File: config.mk
export PLATFORM = sky130hd
export DESIGN_NAME = irq_router
export DESIGN_NICKNAME = d
export VERILOG_FILES = /design/src/rtl/irq_router_pkg.sv /design/src/rtl/irq_router_grp.sv /design/src/rtl/irq_router_steer.sv /design/src/rtl/irq_router_regs.sv /design/src/rtl/irq_router.sv
export SDC_FILE = /design/constraint.sdc
export NUM_CORES = 1
export LEC_CHECK = 0
export CELL_PAD_IN_SITES_DETAIL_PLACEMENT = 1
export CELL_PAD_IN_SITES_GLOBAL_PLACEMENT = 2
export CORE_ASPECT_RATIO = 1.2
export CORE_MARGIN = 4
export CORE_UTILIZATION = 38
export DETAILED_ROUTE_END_ITERATION = 6
export DONT_BUFFER_PORTS = 1
export PLACE_DENSITY = 0.87
export SLEW_MARGIN = 20
export SYNTH_ARGS = -nofsm -noshare
export SYNTH_HDL_FRONTEND = slang
export SYNTH_SLANG_ARGS = --single-unit
File: constraint.sdc
create_clock -name clk -period 4 [get_ports clk]
set_clock_uncertainty 0.1 [all_clocks]
set_input_delay 0.6 -clock clk [delete_from_list [all_inputs] [get_ports clk]]
set_output_delay 0.6 -clock clk [all_outputs]
set_load 0.005 [all_outputs]
File: src/rtl/irq_router_pkg.sv
package irq_router_pkg;
  localparam int NCORE   = 4;              // cores served
  localparam int NSRC    = 4;              // timers (and mailboxes) per core
  localparam int CTL_W   = 2 * NSRC;       // IRQ enables low, FIQ enables high
  localparam int PEND_W  = 2 * NSRC + 2;   // timers, mailboxes, gpu, pmu
  localparam int PB_MBX  = NSRC;
  localparam int PB_GPU  = 2 * NSRC;
  localparam int PB_PMU  = 2 * NSRC + 1;
  localparam int ADDR_W  = 8;
  localparam int DATA_W  = 32;
  localparam int CI_W    = $clog2(NCORE);
  localparam int ROUTE_W = 2 * CI_W + 1;
  localparam int MASK_W  = 2 * NCORE;

  localparam int A_ROUTE    = 'h00C;
  localparam int A_PMU_SET  = 'h010;
  localparam int A_PMU_CLR  = 'h014;
  localparam int A_TMR_BASE = 'h040;
  localparam int A_MBX_BASE = 'h050;
  localparam int A_IRQ_BASE = 'h060;
  localparam int A_FIQ_BASE = 'h070;
  localparam int STRIDE     = 4;
endpackage

File: src/rtl/irq_router_grp.sv
module irq_router_grp #(
  parameter int W = 4
) (
  input  logic [W-1:0] req,
  input  logic [W-1:0] irq_en,
  input  logic [W-1:0] fiq_en,
  output logic [W-1:0] irq_hit,
  output logic [W-1:0] fiq_hit
);
  // FIQ enable wins over IRQ enable for each source bit
  for (genvar i = 0; i < W; i++) begin : g_bit
    assign fiq_hit[i] = req[i] & fiq_en[i];
    assign irq_hit[i] = req[i] & irq_en[i] & ~fiq_en[i];
  end
endmodule

File: src/rtl/irq_router_steer.sv
module irq_router_steer
  import irq_router_pkg::*;
(
  input  logic [NSRC-1:0]   tmr_req,
  input  logic [NSRC-1:0]   mbx_req,
  input  logic [CTL_W-1:0]  tmr_ctl,
  input  logic [CTL_W-1:0]  mbx_ctl,
  input  logic              gpu_irq_hit,
  input  logic              gpu_fiq_hit,
  input  logic              pmu_req,
  input  logic              pmu_irq_en,
  input  logic              pmu_fiq_en,
  output logic [PEND_W-1:0] irq_pend,
  output logic [PEND_W-1:0] fiq_pend,
  output logic              irq_out,
  output logic              fiq_out
);
  logic [NSRC-1:0] tmr_i, tmr_f, mbx_i, mbx_f;
  logic            pmu_i, pmu_f;

  irq_router_grp #(.W(NSRC)) u_tmr (
    .req(tmr_req), .irq_en(tmr_ctl[NSRC-1:0]), .fiq_en(tmr_ctl[CTL_W-1:NSRC]),
    .irq_hit(tmr_i), .fiq_hit(tmr_f)
  );

  irq_router_grp #(.W(NSRC)) u_mbx (
    .req(mbx_req), .irq_en(mbx_ctl[NSRC-1:0]), .fiq_en(mbx_ctl[CTL_W-1:NSRC]),
    .irq_hit(mbx_i), .fiq_hit(mbx_f)
  );

  irq_router_grp #(.W(1)) u_pmu (
    .req(pmu_req), .irq_en(pmu_irq_en), .fiq_en(pmu_fiq_en),
    .irq_hit(pmu_i), .fiq_hit(pmu_f)
  );

  assign irq_pend = {pmu_i, gpu_irq_hit, mbx_i, tmr_i};
  assign fiq_pend = {pmu_f, gpu_fiq_hit, mbx_f, tmr_f};
  assign irq_out  = |irq_pend;
  assign fiq_out  = |fiq_pend;
endmodule

File: src/rtl/irq_router_regs.sv
module irq_router_regs
  import irq_router_pkg::*;
(
  input  logic                         clk,
  input  logic                         rst_n,
  input  logic                         wr_en,
  input  logic [ADDR_W-1:0]            addr,
  input  logic [CTL_W-1:0]             wdata,
  input  logic [NCORE-1:0][PEND_W-1:0] irq_pend,
  input  logic [NCORE-1:0][PEND_W-1:0] fiq_pend,
  output logic [NCORE-1:0][CTL_W-1:0]  tmr_ctl,
  output logic [NCORE-1:0][CTL_W-1:0]  mbx_ctl,
  output logic [ROUTE_W-1:0]           gpu_route,
  output logic [MASK_W-1:0]            pmu_mask,
  output logic [DATA_W-1:0]            rdata
);
  // per-core enable registers
  for (genvar c = 0; c < NCORE; c++) begin : g_core
    localparam logic [ADDR_W-1:0] TMR_A = ADDR_W'(A_TMR_BASE + STRIDE * c);
    localparam logic [ADDR_W-1:0] MBX_A = ADDR_W'(A_MBX_BASE + STRIDE * c);
    always_ff @(posedge clk) begin
      if (!rst_n) begin
        tmr_ctl[c] <= '0;
        mbx_ctl[c] <= '0;
      end else if (wr_en) begin
        if (addr == TMR_A) tmr_ctl[c] <= wdata;
        if (addr == MBX_A) mbx_ctl[c] <= wdata;
      end
    end
  end

  // shared routing and performance-monitor mask
  always_ff @(posedge clk) begin
    if (!rst_n) begin
      gpu_route <= '0;
      pmu_mask  <= '0;
    end else if (wr_en) begin
      if (addr == ADDR_W'(A_ROUTE))   gpu_route <= wdata[ROUTE_W-1:0];
      if (addr == ADDR_W'(A_PMU_SET)) pmu_mask  <= pmu_mask | wdata[MASK_W-1:0];
      if (addr == ADDR_W'(A_PMU_CLR)) pmu_mask  <= pmu_mask & ~wdata[MASK_W-1:0];
    end
  end

  // combinational read port
  always_comb begin
    rdata = '0;
    if (addr == ADDR_W'(A_ROUTE)) rdata[ROUTE_W-1:0] = gpu_route;
    if (addr == ADDR_W'(A_PMU_SET) || addr == ADDR_W'(A_PMU_CLR))
      rdata[MASK_W-1:0] = pmu_mask;
    for (int c = 0; c < NCORE; c++) begin
      if (addr == ADDR_W'(A_TMR_BASE + STRIDE * c)) rdata[CTL_W-1:0]  = tmr_ctl[c];
      if (addr == ADDR_W'(A_MBX_BASE + STRIDE * c)) rdata[CTL_W-1:0]  = mbx_ctl[c];
      if (addr == ADDR_W'(A_IRQ_BASE + STRIDE * c)) rdata[PEND_W-1:0] = irq_pend[c];
      if (addr == ADDR_W'(A_FIQ_BASE + STRIDE * c)) rdata[PEND_W-1:0] = fiq_pend[c];
    end
  end
endmodule

File: src/rtl/irq_router.sv
module irq_router
  import irq_router_pkg::*;
(
  input  logic              clk,
  input  logic              rst_n,
  input  logic              bus_wr,
  input  logic [ADDR_W-1:0] bus_addr,
  input  logic [DATA_W-1:0] bus_wdata,
  output logic [DATA_W-1:0] bus_rdata,
  input  logic [NCORE*NSRC-1:0] timer_req,
  input  logic [NCORE*NSRC-1:0] mbox_req,
  input  logic              gpu_req,
  input  logic              pmu_req,
  output logic [NCORE-1:0]  core_irq,
  output logic [NCORE-1:0]  core_fiq
);
  logic [NCORE-1:0][CTL_W-1:0]  tmr_ctl;
  logic [NCORE-1:0][CTL_W-1:0]  mbx_ctl;
  logic [NCORE-1:0][PEND_W-1:0] irq_pend;
  logic [NCORE-1:0][PEND_W-1:0] fiq_pend;
  logic [ROUTE_W-1:0]           gpu_route;
  logic [MASK_W-1:0]            pmu_mask;
  logic [NCORE-1:0]             gpu_irq_hit, gpu_fiq_hit;
  logic [CI_W-1:0]              gpu_irq_core, gpu_fiq_core;
  logic                         gpu_fiq_mode;
  logic                         unused_wdata_hi;

  assign unused_wdata_hi = ^bus_wdata[DATA_W-1:CTL_W];

  irq_router_regs u_regs (
    .clk(clk), .rst_n(rst_n), .wr_en(bus_wr), .addr(bus_addr),
    .wdata(bus_wdata[CTL_W-1:0]), .irq_pend(irq_pend), .fiq_pend(fiq_pend),
    .tmr_ctl(tmr_ctl), .mbx_ctl(mbx_ctl), .gpu_route(gpu_route),
    .pmu_mask(pmu_mask), .rdata(bus_rdata)
  );

  assign gpu_irq_core = gpu_route[CI_W-1:0];
  assign gpu_fiq_core = gpu_route[2*CI_W-1:CI_W];
  assign gpu_fiq_mode = gpu_route[2*CI_W];

  for (genvar c = 0; c < NCORE; c++) begin : g_core
    assign gpu_irq_hit[c] = gpu_req & ~gpu_fiq_mode & (gpu_irq_core == CI_W'(c));
    assign gpu_fiq_hit[c] = gpu_req &  gpu_fiq_mode & (gpu_fiq_core == CI_W'(c));

    irq_router_steer u_steer (
      .tmr_req(timer_req[c*NSRC +: NSRC]),
      .mbx_req(mbox_req[c*NSRC +: NSRC]),
      .tmr_ctl(tmr_ctl[c]),
      .mbx_ctl(mbx_ctl[c]),
      .gpu_irq_hit(gpu_irq_hit[c]),
      .gpu_fiq_hit(gpu_fiq_hit[c]),
      .pmu_req(pmu_req),
      .pmu_irq_en(pmu_mask[c]),
      .pmu_fiq_en(pmu_mask[NCORE + c]),
      .irq_pend(irq_pend[c]),
      .fiq_pend(fiq_pend[c]),
      .irq_out(core_irq[c]),
      .fiq_out(core_fiq[c])
    );
  end
endmodule

==> results of run 1 <==
cell families after synthesis:
kind of cell,count (synthesis),synth area share (%)
simple gates,343,30.9
compound gates,260,29.0
other cells,1,0.0649
mux,21,3.66
buf+inv,113,9.73
flops,77,26.7
synth_stat cells (all sizes together), types with 11 or more instances:
master / n
nand3b: 18
a22oi: 18
a21oi: 102
o21ai: 41
buf: 52
nor2b: 11
clkbuf: 47
o22ai: 11
nand2: 107
dfxtp: 77
mux2i: 20
nand3: 72
nor3: 11
inv: 14
nor2: 53
critical path, cell delays in order:
cell and delay (ns):
or4b_1 0.67, nor3_1 0.40, a22oi_1 0.16, a222oi_1 0.50
a311o_1 0.25
layout make-up:
cell class              count  share of cell area (%)
clock buffers              12                    4.24
clock inverters             4                    1.16
inverters                  14                   0.868
multi-input cells         646                    62.1
flip-flops and latches     77                    25.5
well taps                 204                    4.22
repair buffers             16                    1.98
report_power, final:
group	leakage (nW)	total [W]	internal, W	switching [W]
Clock	0.163	0.000907	0.000578	0.000328
Sequential	0.620	0.000769	0.000768	0.00000150
Combinational	1.19	0.000127	0.0000378	0.0000890
worst min path at each step:
stage	to	slack, ns	depth (start not counted)
after floorplan	u_regs.mbx_ctl[24]	0.34	2
after CTS	register	0.24	1
after detailed placement	u_regs.tmr_ctl[27]	0.38	2
after global placement	u_regs.tmr_ctl[24]	0.36	2
final	register	0.26	1
after global routing	register	0.24	1
routing by layer:
| metal | GRT usage, % | vias to the layer above |
|---|---|---|
| li1 | - | 2860 |
| met1 | 36.6 | 3243 |
| met2 | 50.0 | 338 |
| met3 | 8.28 | 94 |
| met4 | 17.5 | 0 |
| met5 | 0 | - |
stage by stage:
step	util, %	hold WS, ns
5_1_grt	40.5	0.244
4_1_cts	40.5	0.240
6_report	40.5	0.255
3_3_place_gp	38.3	0.359
3_5_place_dp	38.3	0.377
2_1_floorplan	-	0.341
==> impl_metrics.json, run 1 <==
{
  "slew_headroom_pct": 38.6,
  "cts_resized": 0,
  "arrival_ns": 2.58,
  "setup_ws_ns": 0.723,
  "placed_area_mm2": 0.00573,
  "clkSinkCount": 77,
  "antenna_found_initial": 0,
  "drt-met1-wl_mm": 10.3,
  "ios": 117,
  "setup_tns_ns": 0,
  "drive_gt1_share_pct": 6.11,
  "grt_pass1_wl_mm": 40.2,
  "stdcell_count": 973,
  "crit_type": "input pin to primary output",
  "clock_latency_ns": 0.35,
  "cts_tree": "built",
  "start_kind": "input pin",
  "cts.path.max_buffers": 2,
  "synthFlopType": "dfxtp_1",
  "crit_end": "bus_rdata[3]",
  "cts_hold_buf": 0,
  "maxCapViolCount": 0,
  "die_w_um": 121,
  "rr_worst_depth": 2,
  "ys_seq_area_share_pct": 26.7,
  "die-area_mm2": 0.0172,
  "initial_core_util_pct": 38.6,
  "synth-edff-count": 0,
  "p_total_w": 0.00180,
  "multi_input_area_mm2": 0.00376,
  "ys_ff_latch": 77,
  "synthDistinctLibCells": 74,
  "die_y_um": 143,
  "gp_congestion": 1.02,
  "fmax_mhz": 305,
  "cp_data_required_time_ns": 3.30,
  "via_per_inst": 6.72,
  "dp_hpwl_mm": 19.3,
  "grt_setup_unrepaired": "no",
  "outcome": "finished, final reports clean",
  "finalHoldViolCount": 0,
  "synthCells": 815,
  "gr-total-overflow": 0,
  "core-area_mm2": 0.0150,
  "diodes": 0,
  "grt_pass1_vias": 6584,
  "drt-pass1-iter-count": 5,
  "wire_per_inst_um": 27.4,
  "dr.max_layer_used": "met4",
  "final_cell_mix": "nand2_1 (107), a21oi_1 (102), dfxtp_1 (77), nand3_1 (72), nor2_1 (52)",
  "routed_wl_mm": 26.7,
  "place_ws_ns": 0.744,
  "setup_viol": 0,
  "ys_warn_count": 0,
  "grt_max_degree": 68,
  "track_usage_pct": 30.7,
  "max_slew.worst_pin.slew_ns": 0.918,
  "endpoint_kind": "primary output",
  "synth_area_mm2": 0.00578,
  "min_period_ns": 3.28,
  "crit_start": "bus_addr[3]",
  "area_delta_synth_final_pct": 4.81,
  "drv_slew": 0,
  "cts-buffers-inserted": 9,
  "fin_crit_sh_pct": 81.9,
  "cp_max_fo": 17,
  "nNetsFinal": 841,
  "vdd_drop_max_uv": 174,
  "path_clk_slew_ns": 0.06,
  "cts_setup_buffers": 0,
  "syn_avg_cell_area_um2": 7.09,
  "vias": 6535,
  "place_inst": 957,
  "num_rows": 49,
  "cts_root_buf": "clkbuf_16",
  "synth_top_area_share_pct": 26.7,
  "reg2reg_setup_slack_ns": 2.90,
  "htreeDepth": 3,
  "synthArstFlopShare_pct": 0,
  "drc": 0,
  "min_path_type": "input pin to register",
  "synth_top_area_cell": "dfxtp_1",
  "area.sequential_mm2": 0.00154,
  "drtAntennaViolNets": 0,
  "drt_iter0_drc": 593,
  "route.met3.wl_mm": 2.34,
  "num-fill-cells": 1893,
  "p_per_area_mw_per_mm2": 298,
  "holdCritStartpoint": "bus_wdata[5]",
  "wl_met2_mm": 12.6,
  "io_buffers": 0,
  "final_common_cell": "nand2_1",
  "p_leak_nw": 1.97,
  "ys_top_cells_by_area": "dfxtp_1 (27%), a21oi_1 (8.8%), nand2_1 (7.0%)",
  "design_area_mm2": 0.00605
}
Power figures use the tool's default switching activity.
==> run 2: changes to the inputs <==
Settings changed: CORE_UTILIZATION 38 to 32, PLACE_DENSITY 0.87 to 0.78.
Clock period 4 ns to 2.8 ns, I/O delays scaled along.
==> impl_metrics.json, run 2 (synthesis gave the netlist of run 1 again) <==
{
  "rr_worst_depth": 2,
  "grt_pass1_vias": 6673,
  "via_per_inst": 6.51,
  "setup_viol": 0,
  "finalHoldViolCount": 0,
  "cp.depth": 6,
  "cp_max_fo": 15,
  "die-area_mm2": 0.0203,
  "dp_hpwl_mm": 21.2,
  "crit_end": "bus_rdata[1]",
  "drt_iter0_drc": 874,
  "die_y_um": 155,
  "io_buffers": 0,
  "reg2reg_setup_slack_ns": 1.71,
  "fmax_mhz": 361,
  "setup_tns_ns": 0,
  "final_common_cell": "nand2_1",
  "max_slew.worst_pin.slew_ns": 0.860,
  "drive_gt1_share_pct": 11.4,
  "placed_area_mm2": 0.00604,
  "initial_core_util_pct": 32.7,
  "cts_setup_buffers": 0,
  "routed_wl_mm": 28.7,
  "path_cells": "or4b_4 -> or3_4 -> o32ai_1 -> a221oi_1 -> buf_4 -> o21ai_1",
  "crit_start": "bus_addr[7]",
  "crit_family": "simple AND/OR/NAND/NOR gates",
  "arrival_ns": 2.25,
  "place_inst": 1010,
  "p_leak_nw": 2.15,
  "crit_type": "input pin to primary output",
  "slew_headroom_pct": 42.7,
  "diodes": 0,
  "endpoint_kind": "primary output",
  "cts-buffers-inserted": 9,
  "grt_max_degree": 78,
  "vias": 6675,
  "r2r_end": "u_regs.gpu_route[1]",
  "holdCritStartpoint": "bus_wdata[0]",
  "cts.path.max_buffers": 2,
  "grt_pass1_wl_mm": 42.4,
  "die_w_um": 131,
  "track_usage_pct": 28.1,
  "area_delta_synth_final_pct": 10.3,
  "htreeDepth": 3,
  "antenna_found_initial": 0,
  "cts_tree": "built",
  "area.sequential_mm2": 0.00154,
  "vdd_drop_max_uv": 274,
  "maxCapViolCount": 0,
  "nNetsFinal": 878,
  "max_stage_delay_ns": 0.54,
  "clkSinkCount": 77,
  "r2r_start": "u_regs.gpu_route[1]",
  "path_clk_slew_ns": 0.06,
  "ios": 117,
  "outcome": "finished, final reports clean",
  "cts_root_buf": "clkbuf_16",
  "clock_latency_ns": 0.35,
  "core-area_mm2": 0.0176,
  "multi_input_area_mm2": 0.00380,
  "start_kind": "input pin",
  "fin_crit_sh_pct": 98.9,
  "num-fill-cells": 2171,
  "crit_slowest_cell": "or4b_4",
  "grt_setup_unrepaired": "yes",
  "design_area_mm2": 0.00637,
  "stdcell_count": 1026,
  "p_per_area_mw_per_mm2": 395,
  "drtAntennaViolNets": 0,
  "min_path_type": "input pin to register",
  "num_rows": 53,
  "crit_buf_inv": 1,
  "drt-pass1-iter-count": 6,
  "cp_data_required_time_ns": 2.28,
  "drv_slew": 0,
  "drc": 0,
  "gp_congestion": 1.02,
  "gr-total-overflow": 0,
  "min_period_ns": 2.77,
  "final_cell_mix": "nand2_1 (107), a21oi_1 (101), dfxtp_1 (76), nand3_1 (72)",
  "wire_per_inst_um": 28.0
}
==> run 2: cell count changes in the layout (fill, tap and decap cells not counted), moves of 2 or more <==
cell and delta:
or4b_1 -2, or3_1 -2, or3_4 +2, or4b_4 +2, buf_4 +36
==> run 2: worst min path at each step <==
stage	cells past startpoint	endpoint	slack, ns
final	1	register	0.08
after CTS	1	register	0.07
after global placement	2	u_regs.tmr_ctl[25]	0.35
after floorplan	2	u_regs.mbx_ctl[24]	0.34
after global routing	1	register	0.08
after detailed placement	2	u_regs.tmr_ctl[24]	0.37
==> run 2: final cells by class <==
class                      instances  area share [%]
clock buffer                      12            3.87
clock inverter                     4           0.746
inverter                          14           0.825
multi-input combinational        646            59.6
sequential                        77            24.2
tap                              220            4.32
timing repair buffer              53            6.44
==> run 2: metal layers <==
layer / track usage [%] / vias up / part of all wire (%) / wire length, µm
li1: - / 2941 / - / -
met1: 35.0 / 3313 / 39 / 11200
met2: 46.0 / 336 / 48 / 13800
met3: 6.39 / 85 / 8.6 / 2470
met4: 12.4 / 0 / 4.3 / 1250
met5: 0 / - / 0 / 0
==> run 2: worst register-to-register path, stage by stage, from the launching register on <==
cell	delay, ns
dfxtp_1	0.63
nand2_1	0.10
a21oi_1	0.18
==> run 2: what timing repair did <==
action	in CTS	in global routing
endpoints found under the setup margin	1	5
gates resized for setup	2	7
pin swaps	1	3
hold buffers	0	0
==> run 2: report_power, final <==
group | total (W) | switching, W | leakage [nW] | internal (W)
clock network | 0.00121 | 0.000496 | 0.143 | 0.000713
logic | 0.000210 | 0.000137 | 1.38 | 0.0000726
registers | 0.00110 | 0.00000215 | 0.620 | 0.00110
total | 0.00252 | 0.000635 | 2.15 | 0.00188
==> run 2: per-stage QoR <==
stage	setup slack [ns]	hold WS, ns	util (%)	total power [W]
CTS	-0.00296	0.0670	35.9	0.00253
global placement	-0.00339	0.355	34.2	0.00132
floorplan	0.224	0.341	-	0.00132
global route	-0.00852	0.0759	36.1	0.00259
finish	0.0320	0.0771	36.1	0.00252
detailed placement	-0.00522	0.373	34.2	0.00132
==> run 3: changes to the inputs <==
Settings changed: GPL_ROUTABILITY_DRIVEN set to 0.
Clock period 2.8 ns to 2.41 ns, I/O delays scaled along.
==> impl_metrics.json, run 3 (synthesis gave the netlist of run 1 again) <==
{
  "outcome": "finished, violations left",
  "violations": "negative setup slack",
  "design_area_mm2": 0.00671,
  "setup_viol": 6,
  "crit_end": "bus_rdata[7]",
  "cp.depth": 6,
  "cts.path.max_buffers": 2,
  "fin_crit_sh_pct": 108,
  "routed_wl_mm": 28.3,
  "dp_hpwl_mm": 20.5,
  "cp_max_fo": 15,
  "vdd_drop_max_uv": 306,
  "fmax_mhz": 384,
  "grt_pass1_vias": 6822,
  "crit_slowest_cell": "or4b_4",
  "crit_family": "simple AND/OR/NAND/NOR gates",
  "intPower_w": 0.00223,
  "die_y_um": 155,
  "drc": 0,
  "holdWs_ns": 0.00874,
  "cp_common_cell": "or3_4",
  "io_buffers": 0,
  "arrival_ns": 2.14,
  "num_rows": 53,
  "p_per_area_mw_per_mm2": 449,
  "drt_iter0_drc": 811,
  "vias": 6780,
  "final_common_cell": "nand2_1",
  "reg2reg_setup_slack_ns": 1.31,
  "num-fill-cells": 2179,
  "hold_path_depth": 1,
  "path_cells": "or4b_4 -> buf_4 -> or3_4 -> o32ai_4 -> a21oi_2 -> or3_4",
  "diodes": 0,
  "antenna_found_initial": 0,
  "finalHoldViolCount": 0,
  "cts_hold_buf": 0,
  "area.sequential_mm2": 0.00155,
  "initial_core_util_pct": 32.7,
  "p_sw_share_pct": 25.9,
  "setup_ws_ns": -0.196,
  "drv_slew": 0,
  "rr_worst_depth": 2,
  "crit_start": "bus_addr[7]",
  "path_clk_slew_ns": 0.06,
  "htreeDepth": 3,
  "nNetsFinal": 890,
  "slew_headroom_pct": 54.1,
  "cts_root_buf": "clkbuf_16",
  "pwr-share-comb_pct": 8.7,
  "multi_input_area_mm2": 0.00400,
  "wire_per_inst_um": 27.3,
  "gr-total-overflow": 0,
  "drive_gt1_share_pct": 15.5,
  "utilization_pct": 38.0,
  "start_kind": "input pin",
  "min_period_ns": 2.61,
  "drt-pass1-iter-count": 5,
  "power_switching_w": 0.000779,
  "clock_latency_ns": 0.36,
  "track_usage_pct": 27.6,
  "core-area_mm2": 0.0176,
  "grt_pass1_wl_mm": 42.1,
  "die_w_um": 131,
  "p_leak_nw": 2.25,
  "area_delta_synth_final_pct": 16.1,
  "cts-buffers-inserted": 9,
  "die-area_mm2": 0.0203,
  "cts_tree": "built",
  "crit_type": "input pin to primary output",
  "drtAntennaViolNets": 0,
  "cp_data_required_time_ns": 1.95,
  "min_path_type": "input pin to register",
  "crit_buf_inv": 1,
  "max_stage_delay_ns": 0.54,
  "maxCapViolCount": 0,
  "endpoint_kind": "primary output",
  "ios": 117,
  "power_frac_seq_pct": 42.3,
  "p_clk_share_pct": 48.9,
  "grt_setup_unrepaired": "yes",
  "clkSinkCount": 77,
  "max_slew.worst_pin.slew_ns": 0.688,
  "grt_max_degree": 68,
  "final_cell_mix": "nand2_1 (107), a21oi_1 (98), dfxtp_1 (75), nand3_1 (72), buf_4 (61)",
  "via_per_inst": 6.53,
  "placed_area_mm2": 0.00613
}
-- run 3: cell types whose count changed in the layout (fill, tap and decap cells not counted), moves of 3 or more --
cell      before  now
buf_4         52   61
a21oi_1      101   98
a21oi_2        1    4
o21ai_2        0    3
o221ai_1       4    1
-- run 3: final cells by class --
type | count | share of cell area [%]
multi-input cells | 646 | 59.6
flip-flops and latches | 77 | 23.1
repair buffers | 65 | 7.76
well taps | 220 | 4.11
clock buffers | 12 | 3.83
clock inverters | 4 | 0.821
inverters | 14 | 0.784
-- run 3: metal layers --
layer / wire length (µm) / vias to the layer above / global-route usage (%)
li1: - / 2959 / -
met1: 10700 / 3304 / 33.1
met2: 13300 / 389 / 43.8
met3: 2490 / 128 / 7.42
met4: 1880 / 0 / 16.1
met5: 0 / - / 0
-- run 3: worst min-delay path by stage --
stage	start	end	slack, ns
global route	bus_wdata[4]	register	0.01
detailed placement	u_regs.tmr_ctl[16]	u_regs.tmr_ctl[16]	0.38
finish	bus_wdata[7]	register	0.009
global placement	u_regs.mbx_ctl[10]	u_regs.mbx_ctl[10]	0.36
floorplan	u_regs.mbx_ctl[24]	u_regs.mbx_ctl[24]	0.34
CTS	bus_wdata[7]	register	0.007
-- run 3: power by group through the flow --
stage,Clock [W],Combinational (W),Sequential (W)
after floorplan,0,0.000235,0.00130
after global placement,0,0.000232,0.00131
after detailed placement,0,0.000236,0.00131
after CTS,0.00148,0.000245,0.00128
after global routing,0.00154,0.000277,0.00127
final,0.00147,0.000263,0.00128
-- run 3: per-stage QoR --
step           instances  setup slack, ns  power, W  setup TNS (ns)
2_1_floorplan        836          0.00573   0.00154               0
3_3_place_gp        1018           -0.179   0.00154          -0.865
3_5_place_dp        1018           -0.197   0.00154           -1.05
4_1_cts             1034           -0.170   0.00300          -0.400
5_1_grt             1038           -0.252   0.00309           -1.26
6_report            1038           -0.196   0.00301           -1.00
-- run 3: repair_timing --
item | CTS | global route
endpoints found under the hold margin | 0 | 0
resized for setup | 26 | 17
setup buffers | 0 | 4
setup endpoints to repair | 9 | 9
pin swaps | 8 | 10
